## src/rtl/uart_pkg.sv

```systemverilog
package uart_pkg;
  localparam int BYTE_W = 8;

  localparam logic [2:0] ADDR_CTRL = 3'd0;
  localparam logic [2:0] ADDR_FLAG = 3'd1;
  localparam logic [2:0] ADDR_MASK = 3'd2;
  localparam logic [2:0] ADDR_DATA = 3'd3;
  localparam logic [2:0] ADDR_DIV  = 3'd4;

  typedef enum logic [2:0] {
    S_IDLE, S_START, S_DATA, S_PAR, S_STOP
  } phaseT;

  typedef struct packed {
    logic globalEn;
    logic txEn;
    logic rxEn;
    logic parityEven;
    logic parityOn;
    logic breakSend;
  } cfgT;

  typedef struct packed {
    logic              txLoad;
    logic [BYTE_W-1:0] txByte;
    logic              rxRead;
  } strobeT;

  typedef struct packed {
    logic              txBusy;
    logic              rxValid;
    logic [BYTE_W-1:0] rxByte;
    logic              parityErrSet;
    logic              breakSet;
  } statT;
endpackage

```

## src/rtl/uart_datapath.sv

```systemverilog
module uart_datapath
  import uart_pkg::*;
#(
  parameter int DIV_W   = 16,
  parameter int OS_RATE = 16
) (
  input  logic             clk,
  input  logic             rstN,
  input  cfgT              cfg,
  input  logic [DIV_W-1:0] div,
  input  strobeT           stb,
  input  logic             rxd,
  output logic             txd,
  output statT             stat
);
  localparam int OS_W  = $clog2(OS_RATE);
  localparam int BRK_W = $clog2(OS_RATE * 12) + 1;
  localparam logic [OS_W-1:0] OS_LAST = OS_W'(OS_RATE - 1);
  localparam logic [OS_W-1:0] OS_HALF = OS_W'(OS_RATE / 2 - 1);
  localparam logic [2:0] LAST_BIT = 3'(BYTE_W - 1);

  // baud tick
  logic [DIV_W-1:0] divCnt;
  logic tick;
  assign tick = (divCnt >= div);

  always_ff @(posedge clk or negedge rstN) begin
    if (!rstN)     divCnt <= '0;
    else if (tick) divCnt <= '0;
    else           divCnt <= divCnt + 1'b1;
  end

  // transmit
  logic txEnable;
  assign txEnable = cfg.globalEn & cfg.txEn;

  logic              txBufFull;
  logic [BYTE_W-1:0] txBuf;
  logic [BYTE_W-1:0] txSh;
  phaseT             txPh;
  logic [OS_W-1:0]   txOs;
  logic [2:0]        txIdx;
  logic              txBit;
  logic              txPar;
  logic              txTake;

  assign txTake = (txPh == S_IDLE) && txBufFull && txEnable && tick;

  always_ff @(posedge clk or negedge rstN) begin
    if (!rstN) begin
      txBufFull <= 1'b0;
      txBuf     <= '0;
      txSh      <= '0;
      txPh      <= S_IDLE;
      txOs      <= '0;
      txIdx     <= '0;
      txBit     <= 1'b1;
      txPar     <= 1'b0;
    end else begin
      if (txTake) begin
        txBufFull <= 1'b0;
      end else if (stb.txLoad && !txBufFull) begin
        txBufFull <= 1'b1;
        txBuf     <= stb.txByte;
      end

      if (txTake) begin
        txSh  <= txBuf;
        txPar <= (^txBuf) ^ ~cfg.parityEven;
        txBit <= 1'b0;
        txOs  <= '0;
        txPh  <= S_START;
      end else if (txPh != S_IDLE && tick) begin
        if (txOs == OS_LAST) begin
          txOs <= '0;
          case (txPh)
            S_START: begin
              txPh  <= S_DATA;
              txIdx <= '0;
              txBit <= txSh[0];
            end
            S_DATA: begin
              if (txIdx == LAST_BIT) begin
                if (cfg.parityOn) begin
                  txPh  <= S_PAR;
                  txBit <= txPar;
                end else begin
                  txPh  <= S_STOP;
                  txBit <= 1'b1;
                end
              end else begin
                txIdx <= txIdx + 1'b1;
                txSh  <= txSh >> 1;
                txBit <= txSh[1];
              end
            end
            S_PAR: begin
              txPh  <= S_STOP;
              txBit <= 1'b1;
            end
            default: begin
              txPh  <= S_IDLE;
              txBit <= 1'b1;
            end
          endcase
        end else begin
          txOs <= txOs + 1'b1;
        end
      end
    end
  end

  assign txd         = cfg.breakSend ? 1'b0 : txBit;
  assign stat.txBusy = txBufFull || (txPh != S_IDLE);

  // receive
  logic rxEnable;
  assign rxEnable = cfg.globalEn & cfg.rxEn;

  logic              rxMeta, rxS;
  phaseT             rxPh;
  logic [OS_W-1:0]   rxOs;
  logic [2:0]        rxIdx;
  logic [BYTE_W-1:0] rxSh;
  logic              rxParBit;
  logic              rxArmed;
  logic              rxValid;
  logic [BYTE_W-1:0] rxByte;
  logic              parErrSetR;
  logic              brkSetR;
  logic [BRK_W-1:0]  brkCnt;
  logic [BRK_W-1:0]  brkLimit;
  logic              rxDoneNow;

  assign brkLimit  = cfg.parityOn ? BRK_W'(OS_RATE * 11 + 1) : BRK_W'(OS_RATE * 10 + 1);
  assign rxDoneNow = (rxPh == S_STOP) && tick && (rxOs == OS_LAST);

  always_ff @(posedge clk or negedge rstN) begin
    if (!rstN) begin
      rxMeta <= 1'b1;
      rxS    <= 1'b1;
    end else begin
      rxMeta <= rxd;
      rxS    <= rxMeta;
    end
  end

  always_ff @(posedge clk or negedge rstN) begin
    if (!rstN) begin
      rxPh       <= S_IDLE;
      rxOs       <= '0;
      rxIdx      <= '0;
      rxSh       <= '0;
      rxParBit   <= 1'b0;
      rxArmed    <= 1'b0;
      rxValid    <= 1'b0;
      rxByte     <= '0;
      parErrSetR <= 1'b0;
    end else begin
      parErrSetR <= 1'b0;
      if (stb.rxRead) rxValid <= 1'b0;
      if (rxPh == S_IDLE && rxS) rxArmed <= 1'b1;

      case (rxPh)
        S_IDLE: begin
          if (rxEnable && rxArmed && tick && !rxS) begin
            rxPh    <= S_START;
            rxOs    <= '0;
            rxArmed <= 1'b0;
          end
        end
        S_START: begin
          if (tick) begin
            if (rxOs == OS_HALF) begin
              rxOs <= '0;
              if (!rxS) begin
                rxPh  <= S_DATA;
                rxIdx <= '0;
              end else begin
                rxPh  <= S_IDLE;
              end
            end else begin
              rxOs <= rxOs + 1'b1;
            end
          end
        end
        default: begin
          if (tick) begin
            if (rxOs == OS_LAST) begin
              rxOs <= '0;
              if (rxPh == S_DATA) begin
                rxSh <= {rxS, rxSh[BYTE_W-1:1]};
                if (rxIdx == LAST_BIT) rxPh <= cfg.parityOn ? S_PAR : S_STOP;
                else                   rxIdx <= rxIdx + 1'b1;
              end else if (rxPh == S_PAR) begin
                rxParBit <= rxS;
                rxPh     <= S_STOP;
              end else begin
                rxPh       <= S_IDLE;
                rxValid    <= 1'b1;
                rxByte     <= rxSh;
                parErrSetR <= cfg.parityOn && ((^{rxSh, rxParBit}) == cfg.parityEven);
              end
            end else begin
              rxOs <= rxOs + 1'b1;
            end
          end
        end
      endcase
    end
  end

  // break: line low longer than one frame, counted in ticks
  always_ff @(posedge clk or negedge rstN) begin
    if (!rstN) begin
      brkCnt  <= '0;
      brkSetR <= 1'b0;
    end else begin
      brkSetR <= 1'b0;
      if (!rxEnable || rxS) begin
        brkCnt <= '0;
      end else if (tick && brkCnt != brkLimit) begin
        brkCnt <= brkCnt + 1'b1;
        if (brkCnt == brkLimit - 1'b1) brkSetR <= 1'b1;
      end
    end
  end

  assign stat.rxValid      = rxValid;
  assign stat.rxByte       = rxByte;
  assign stat.parityErrSet = parErrSetR;
  assign stat.breakSet     = brkSetR;

  // a held byte is not overwritten until the shifter takes it
  a_r12_full_hold: assert property (@(posedge clk) disable iff (!rstN)
    txBufFull && !txTake |=> txBufFull && $stable(txBuf));

  // no frame starts while a direction is disabled
  a_r10_tx_gated: assert property (@(posedge clk) disable iff (!rstN)
    (txPh == S_IDLE) && !txEnable |=> (txPh == S_IDLE));
  a_r10_rx_gated: assert property (@(posedge clk) disable iff (!rstN)
    (rxPh == S_IDLE) && !rxEnable |=> (rxPh == S_IDLE));

  // a read of the data register clears the valid flag
  a_r4_read_clears: assert property (@(posedge clk) disable iff (!rstN)
    stb.rxRead && !rxDoneNow |=> !rxValid);

  // one break report per low period
  a_r6_break_once: assert property (@(posedge clk) disable iff (!rstN)
    brkSetR |=> !brkSetR);
endmodule

```

## src/rtl/uart_ctrl.sv

```systemverilog
module uart_ctrl
  import uart_pkg::*;
#(
  parameter int BUS_W  = 32,
  parameter int ADDR_W = 3,
  parameter int DIV_W  = 16
) (
  input  logic              clk,
  input  logic              rstN,
  input  logic [ADDR_W-1:0] addr,
  input  logic              wrEn,
  input  logic [BUS_W-1:0]  wrData,
  input  logic              rdEn,
  output logic [BUS_W-1:0]  rdData,
  output cfgT               cfg,
  output logic [DIV_W-1:0]  div,
  output strobeT            stb,
  input  statT              stat,
  output logic              irq
);
  localparam int MASK_W = 3;

  logic [2:0] regSel;
  assign regSel = 3'(addr);

  logic wrCtrl, wrFlag, wrMask, wrDiv;
  assign wrCtrl = wrEn && regSel == ADDR_CTRL;
  assign wrFlag = wrEn && regSel == ADDR_FLAG;
  assign wrMask = wrEn && regSel == ADDR_MASK;
  assign wrDiv  = wrEn && regSel == ADDR_DIV;

  logic [MASK_W-1:0] maskR;
  logic brkErr, parErr, intPend;

  always_ff @(posedge clk or negedge rstN) begin
    if (!rstN) begin
      cfg    <= '0;
      div    <= '0;
      maskR  <= '0;
      brkErr <= 1'b0;
      parErr <= 1'b0;
    end else begin
      if (wrCtrl) begin
        cfg.globalEn   <= wrData[0];
        cfg.txEn       <= wrData[1];
        cfg.rxEn       <= wrData[2];
        cfg.parityEven <= wrData[3];
        cfg.parityOn   <= wrData[4];
        cfg.breakSend  <= wrData[5];
      end
      if (wrDiv)  div   <= wrData[DIV_W-1:0];
      if (wrMask) maskR <= wrData[MASK_W-1:0];

      if (stat.breakSet)           brkErr <= 1'b1;
      else if (wrFlag && wrData[0]) brkErr <= 1'b0;
      if (stat.parityErrSet)       parErr <= 1'b1;
      else if (wrFlag && wrData[1]) parErr <= 1'b0;
    end
  end

  assign intPend = brkErr | parErr;

  assign stb.txLoad = wrEn && regSel == ADDR_DATA;
  assign stb.txByte = wrData[BYTE_W-1:0];
  assign stb.rxRead = rdEn && regSel == ADDR_DATA;

  logic [4:0] flagVec;
  assign flagVec = {intPend, stat.txBusy, stat.rxValid, parErr, brkErr};
  assign irq     = |(flagVec[MASK_W-1:0] & maskR);

  always_comb begin
    rdData = '0;
    case (regSel)
      ADDR_CTRL: rdData = BUS_W'({cfg.breakSend, cfg.parityOn, cfg.parityEven,
                                  cfg.rxEn, cfg.txEn, cfg.globalEn});
      ADDR_FLAG: rdData = BUS_W'(flagVec);
      ADDR_MASK: rdData = BUS_W'(maskR);
      ADDR_DATA: rdData = BUS_W'(stat.rxByte);
      ADDR_DIV:  rdData = BUS_W'(div);
      default:   rdData = '0;
    endcase
  end

  logic unusedWr;
  assign unusedWr = ^wrData[BUS_W-1:DIV_W];

  // a new error wins over a clear in the same cycle
  a_r7_set_wins: assert property (@(posedge clk) disable iff (!rstN)
    stat.parityErrSet |=> parErr);
  // writing 1 clears when no new error arrives
  a_r7_clear: assert property (@(posedge clk) disable iff (!rstN)
    wrFlag && wrData[1] && !stat.parityErrSet |=> !parErr);
  // writing 0 keeps the bit
  a_r7_zero_keeps: assert property (@(posedge clk) disable iff (!rstN)
    wrFlag && !wrData[0] && brkErr |=> brkErr);
  // the summary only drops after a flag write
  a_r8_summary_drop: assert property (@(posedge clk) disable iff (!rstN)
    $fell(intPend) |-> $past(wrFlag));
endmodule

```

## src/rtl/uart_regs_core.sv

```systemverilog
module uart_regs_core
  import uart_pkg::*;
#(
  parameter int BUS_W   = 32,
  parameter int ADDR_W  = 3,
  parameter int DIV_W   = 16,
  parameter int OS_RATE = 16
) (
  input  logic              clk,
  input  logic              rstN,
  input  logic [ADDR_W-1:0] addr,
  input  logic              wrEn,
  input  logic [BUS_W-1:0]  wrData,
  input  logic              rdEn,
  output logic [BUS_W-1:0]  rdData,
  input  logic              rxd,
  output logic              txd,
  output logic              irq
);
  cfgT              cfg;
  logic [DIV_W-1:0] div;
  strobeT           stb;
  statT             stat;

  uart_ctrl #(.BUS_W(BUS_W), .ADDR_W(ADDR_W), .DIV_W(DIV_W)) uCtrl (
    .clk(clk), .rstN(rstN), .addr(addr), .wrEn(wrEn), .wrData(wrData),
    .rdEn(rdEn), .rdData(rdData), .cfg(cfg), .div(div), .stb(stb),
    .stat(stat), .irq(irq)
  );

  uart_datapath #(.DIV_W(DIV_W), .OS_RATE(OS_RATE)) uPath (
    .clk(clk), .rstN(rstN), .cfg(cfg), .div(div), .stb(stb),
    .rxd(rxd), .txd(txd), .stat(stat)
  );
endmodule

```

## config.mk

```make
export PLATFORM = sky130hd
export DESIGN_NAME = uart_regs_core
export DESIGN_NICKNAME = d
export VERILOG_FILES = /design/src/rtl/uart_pkg.sv /design/src/rtl/uart_datapath.sv /design/src/rtl/uart_ctrl.sv /design/src/rtl/uart_regs_core.sv
export SDC_FILE = /design/constraint.sdc
export NUM_CORES = 1
export LEC_CHECK = 0
export BUFFER_PORTS_ARGS = -buffer_cell sky130_fd_sc_hd__buf_2
export CORE_MARGIN = 5
export CORE_UTILIZATION = 53
export CTS_CLUSTER_SIZE = 30
export DETAILED_ROUTE_END_ITERATION = 8
export PLACE_DENSITY = 0.77
export SLEW_MARGIN = 0
export SYNTH_ARGS = -nofsm -noshare
export SYNTH_HDL_FRONTEND = slang
export SYNTH_SLANG_ARGS = --single-unit
```

## constraint.sdc

```tcl
create_clock -name clk -period 3.5 [get_ports clk]
set_clock_uncertainty 0.2 [all_clocks]
set_input_delay 0.175 -clock clk [delete_from_list [all_inputs] [get_ports clk]]
set_output_delay 0.175 -clock clk [all_outputs]
set_load 0.1 [all_outputs]
```

After elaboration in Yosys (flattened, before gate mapping). Cells that the tools add are included.

Reduce and logical (&&, ||, !) cells: 55. Bitwise operators: 11. Magnitude comparators: 1. Equal/unequal tests: 27. Add/sub/neg operators: 7. Multiplexer cells: 75.

Operators by type and width (number): 16-bit one-hot mux with 5 select lines (1); 3-bit two-way mux (21); 8-bit two-way mux (5); 4-bit two-way mux (8); 1-bit two-way mux (29); 2-bit nonzero test (11); 1-bit logical AND (19); 3-bit by 2-bit == test with 1-bit output, second input constant (6); 9-bit two-way mux (2); 3-bit one-hot mux with 2 select lines (3); 16-bit by 1-bit adder with 16-bit output, second input constant (1); 16-bit greater-or-equal comparator (1); 16-bit two-way mux (1); 5-bit AND reduction (3); 9-bit by 1-bit adder with 9-bit output, second input constant (1); 3-bit by 1-bit == test with 1-bit output, second input constant (3); 3-bit == test, second input constant (3); 9-bit == test (1); 3-bit logical NOT (3); 9-bit != test (1); 3-bit one-hot mux with 3 select lines (1); 9-bit parity (1); 9-bit by 1-bit subtractor with 9-bit output, second input constant (1); 4-bit by 1-bit adder with 4-bit output, second input constant (2); 28 further kinds (48).

Input port bits: 40. Logic and storage cells: 208. Bits in registers: 114.

Depth between registers and ports, before layout.
Word-level depth: 8. Depth in mapped cells: 10. Gate-level depth less buffers: 8.

Modules after synthesis. A second synthesis with hierarchy kept.

Cells, all modules: 586. Area, all modules: 6231.0 sq um.

By module, submodules not included: uart_datapath (cells an instance 447, times used 1, area an instance 4644.5 sq um); uart_ctrl (cells an instance 139, times used 1, area an instance 1586.5 sq um).

Worst setup path after synthesis. No wires, ideal clock.

Path type: in2out. Start: in addr[2]. End: out rdData[2]. Data arrival time: 2.809 ns. Setup slack: 0.316 ns. Stages on the path: 5. Buffers on the path: 1. Required time: 3.125 ns. Cell sequence: buf_1 mux2i_1 nor2_1 a21oi_1 o21ai_0.

Word-level cells in the longest chain between the ends: 2. Elaborated cells on any way between the ends: 6. Those cells by class: eq/ne: 4; mux: 1; reduce/logical: 1.

RTL lines: from (decl) (line uart_regs_core.sv:11) `input logic [ADDR_W-1:0] addr,`; 3-bit == test, or another cell as far along (line uart_ctrl.sv:73) `case (regSel)`; 16-bit one-hot mux with 5 select lines (*) (line uart_ctrl.sv:73); to (decl) (line uart_regs_core.sv:15) `output logic [BUS_W-1:0] rdData,`.

Every way passes the cells marked *; elsewhere a longest branch is shown, timed or not.

Worst setup path after layout.
Start: reg uPath.divCnt[0]. End: reg uPath.rxSh[3].

Word-level cells in the longest chain between the ends: 2.

RTL lines: from (decl) (line uart_datapath.sv:23) `logic [DIV_W-1:0] divCnt;`; from (signal assigned) (line uart_datapath.sv:30) `else divCnt <= divCnt + 1'b1;`; 16-bit greater-or-equal comparator (line uart_datapath.sv:25) `assign tick = (divCnt >= div);`; 4-bit AND reduction (no source line); to (signal assigned) (line uart_datapath.sv:192) `rxSh <= {rxS, rxSh[BYTE_W-1:1]};`; to (decl) (line uart_datapath.sv:124) `logic [BYTE_W-1:0] rxSh;`.

Every way passes these cells. A chain may end at the register's enable or synchronous reset.

==> run metrics <==
IO Count=74; RSZ-0062 raised after global routing=false; GP Congestion=0.838; Die Footprint=13700 um2; WL final=14.1 mm; dpl hpwl=9.51 mm; leakage=3.35 nW; CTS Sinks=114; Buf/Inv on CP=3; Placement Cell Area=6320 um2; Layout Area Growth over Synthesis=17.2%; DP Worst Slack=457 ps; crit path max fanout=26; first-pass GRT wire length=23.6 mm; Multi-input gate area=2910 um2; Max Cap Violations=0; pin slew with the least headroom to its limit=1000 ps; CP dominant cell by count=buf_4; flops & latches, synth=114; Starting Density=53.5%; Fin Setup TNS=0 ps; number of diodes=0; required time worst endpoint=3600 ps; vias in the first global route=4822; Die H=117 um; Remaining DRCs=0; Avg WL per Cell=17.4 um; final period utilization=88.0%; layout cells sized above 1=19.0%; pwr dens=583 nW/um2; Pre-antenna DRT Iters=5; largest net degree at the start of global routing=80; Mapped Cells=595; CP arrival=3180 ps; flop2flop setup slack=420 ps; outcome=complete, no violations; slowest CP cell=a2111o_1; critical path class=reg -> reg; die width=117 um; CTS Buf Count=17; Port Buffers=41; gr ovfl total=0; CP Cell Sequence=inv_1 -> ha_1 -> nand2b_1 -> a2111o_1 -> a32oi_2 -> and3_1 -> buf_4 -> nor4_2 -> buf_4 -> mux2_2; Final setup viols=0; power consumption=4.13 mW; # Post-CTS Setup Buffers=0; most area-hungry cell type in the Yosys netlist=dfrtp_1; 1st-iter DRT viols=275; Post-synth ARST share=100%; vias post-DR=4669; Final #Nets=722; Startpoint Class=flop; peak supply drop=0.411 mV; CORE AREA=11300 um2; global-route total usage across every layer=22.4%; Post-Syn Area per Cell=10.2 um2; Worst slew margin=33.2%; f_max=0.325 GHz; # fillers=895; CP max stage delay=430 ps; CTS tree=yes; min-delay worst type=in -> reg; CP top delay family=compound AO/OA/AOI/OAI gates; sequential share of the synthesized area=47.2%; Hold Fails Final Rpt=0; clock period minus worst slack=3080 ps; fin worst setup slack=420 ps; CTS Buffer Depth=2; Clock Root Buffer=clkbuf_16; Slew Limit Fails=0; Cell Area, Synth=6050 um2; synth warn=0; via/cell ratio=5.76; share of the synthesized area in the top cell type=45.9%; Register Area=2860 um2; Routed Antenna Nets=0; htree depth=4; antenna violations before repair=0; Clock Latency Late Sink=420 ps; top_reg_cell synth=dfrtp_1; Yosys cell types=58; top cells by area in the synthesized netlist=dfrtp_1, mux2_2, ha_1, xnor2_1, o21ai_0; number of synthesized flops with an enable pin=0; clk slew on worst S/H paths=50 ps; Core Rows=39; Worst setup EP type=flop; design area=7090 um2
==> state kept, by name, indices dropped and copies added, names as in the netlist, 3 cells and up <==
register,count
uPath.txBuf,8
uPath.rxPh,3
uCtrl.div,16
uPath.rxOs,4
uPath.divCnt,16
uPath.txPh,3
uPath.txIdx,3
uPath.rxIdx,3
uCtrl.cfg,6
uPath.rxSh,8
uPath.rxByte,8
uCtrl.maskR,3
uPath.brkCnt,9
uPath.txOs,4
uPath.txSh,8
==> cell families after synthesis <==
kind of cell               count (synthesis)  share of synthesized area, %
buffers and inverters                     72                          5.72
muxes                                     48                          9.07
xor gates and xnor gates                  33                          4.77
AOI/OAI and AO/OA                        123                          12.8
DFF                                      114                          47.2
and+or+nand+nor                          178                          15.0
adders and majority gates                 26                          5.37
other                                      1                        0.0619
==> placed cells by master, fill, tap and decap left out, types with 9 or more instances in the layout <==
| cell type | n |
|---|---|
| dfrtp_1 | 111 |
| conb_1 | 16 |
| ha_1 | 26 |
| inv_1 | 31 |
| clkbuf_16 | 17 |
| nand2_1 | 47 |
| o21ai_0 | 41 |
| mux2_2 | 40 |
| and3_1 | 19 |
| nand3_1 | 17 |
| a21oi_1 | 28 |
| dlygate4sd3_1 | 20 |
| xnor2_1 | 25 |
| or3_1 | 9 |
| o22ai_1 | 10 |
| nor2_1 | 41 |
| buf_2 | 40 |
==> per-layer routing <==
metal | vias to the layer above | wire [um] | part of all wire (%) | GRT usage, %
met5 | - | 0 | 0 | 0
met4 | 0 | 496 | 3.5 | 11.4
met3 | 37 | 684 | 4.9 | 5.35
met2 | 146 | 7140 | 51 | 36.9
met1 | 2288 | 5760 | 41 | 27.7
li1 | 2198 | - | - | -
==> power breakdown <==
| part | total [mW] | switching, mW | internal (mW) |
|---|---|---|---|
| sequential | 1.62 | 0.152 | 1.47 |
| combinational | 0.831 | 0.505 | 0.326 |
| clock | 1.68 | 0.568 | 1.11 |
==> path summary, 6_finish.rpt <==
| kind | start | to | depth (start not counted) |
|---|---|---|---|
| setup / recovery | uPath.divCnt[0]$_DFF_PN0_ | uPath.rxSh[3]$_DFFE_PN0P_ | 10 |
| hold / removal | addr[0] | uCtrl.cfg[1]$_DFFE_PN0P_ | 3 |
| setup reg to reg | uPath.divCnt[0]$_DFF_PN0_ | uPath.rxSh[3]$_DFFE_PN0P_ | 10 |
| hold reg to reg | uPath.rxMeta$_DFF_PN1_ | uPath.rxS$_DFF_PN1_ | 0 |
| max in group asynchronous | rstN | uPath.txBit$_DFFE_PN1P_ | 3 |
| min in group asynchronous | rstN | uPath.txIdx[2]$_DFFE_PN0P_ | 2 |
==> cell usage after synthesis (5+ instances only) <==
library cell,instances
a21oi_1,28
a22o_1,7
a2bb2oi_1,6
a31oi_1,7
and3_1,19
buf_4,17
clkbuf_1,16
dfrtp_1,111
ha_1,26
inv_1,31
mux2_2,40
mux2i_1,5
nand2_1,47
nand2b_1,5
nand3_1,17
nor2_1,41
nor3_1,8
o21ai_0,41
o22ai_1,10
or3_1,9
xnor2_1,25
xor2_1,8
==> area by class of cell <==
type,instances,share of cell area (%)
tap,143,2.52
timing repair buffer,68,6.49
sequential,114,40.3
inverter,31,1.64
clock inverter,5,1.06
multi-input combinational,424,41.0
clock buffer,26,7.04
==> per-stage QoR <==
stage | utilization [%] | hold WS, ps | std cells
3_5_place_dp | 55.8 | 81.2 | 760
4_1_cts | 62.7 | 77.6 | 811
2_1_floorplan | - | -321 | 610
5_1_grt | 62.7 | 117 | 811
3_3_place_gp | 55.8 | 81.2 | 760
6_report | 62.7 | 96.0 | 811
==> tightest hold or removal path, delay by kind of cell <==
| family | cells | cell delay, ps |
|---|---|---|
| AOI/OAI and AO/OA | 1 | 150 |
| and+or+nand+nor | 1 | 140 |
| buffers and inverters | 1 | 190 |
==> timing repair <==
item	CTS	global route
hold buffers	20	0
resized for setup	0	0
endpoints found under the hold margin	112	0
Note: power is estimated with default switching activity, not from simulation.
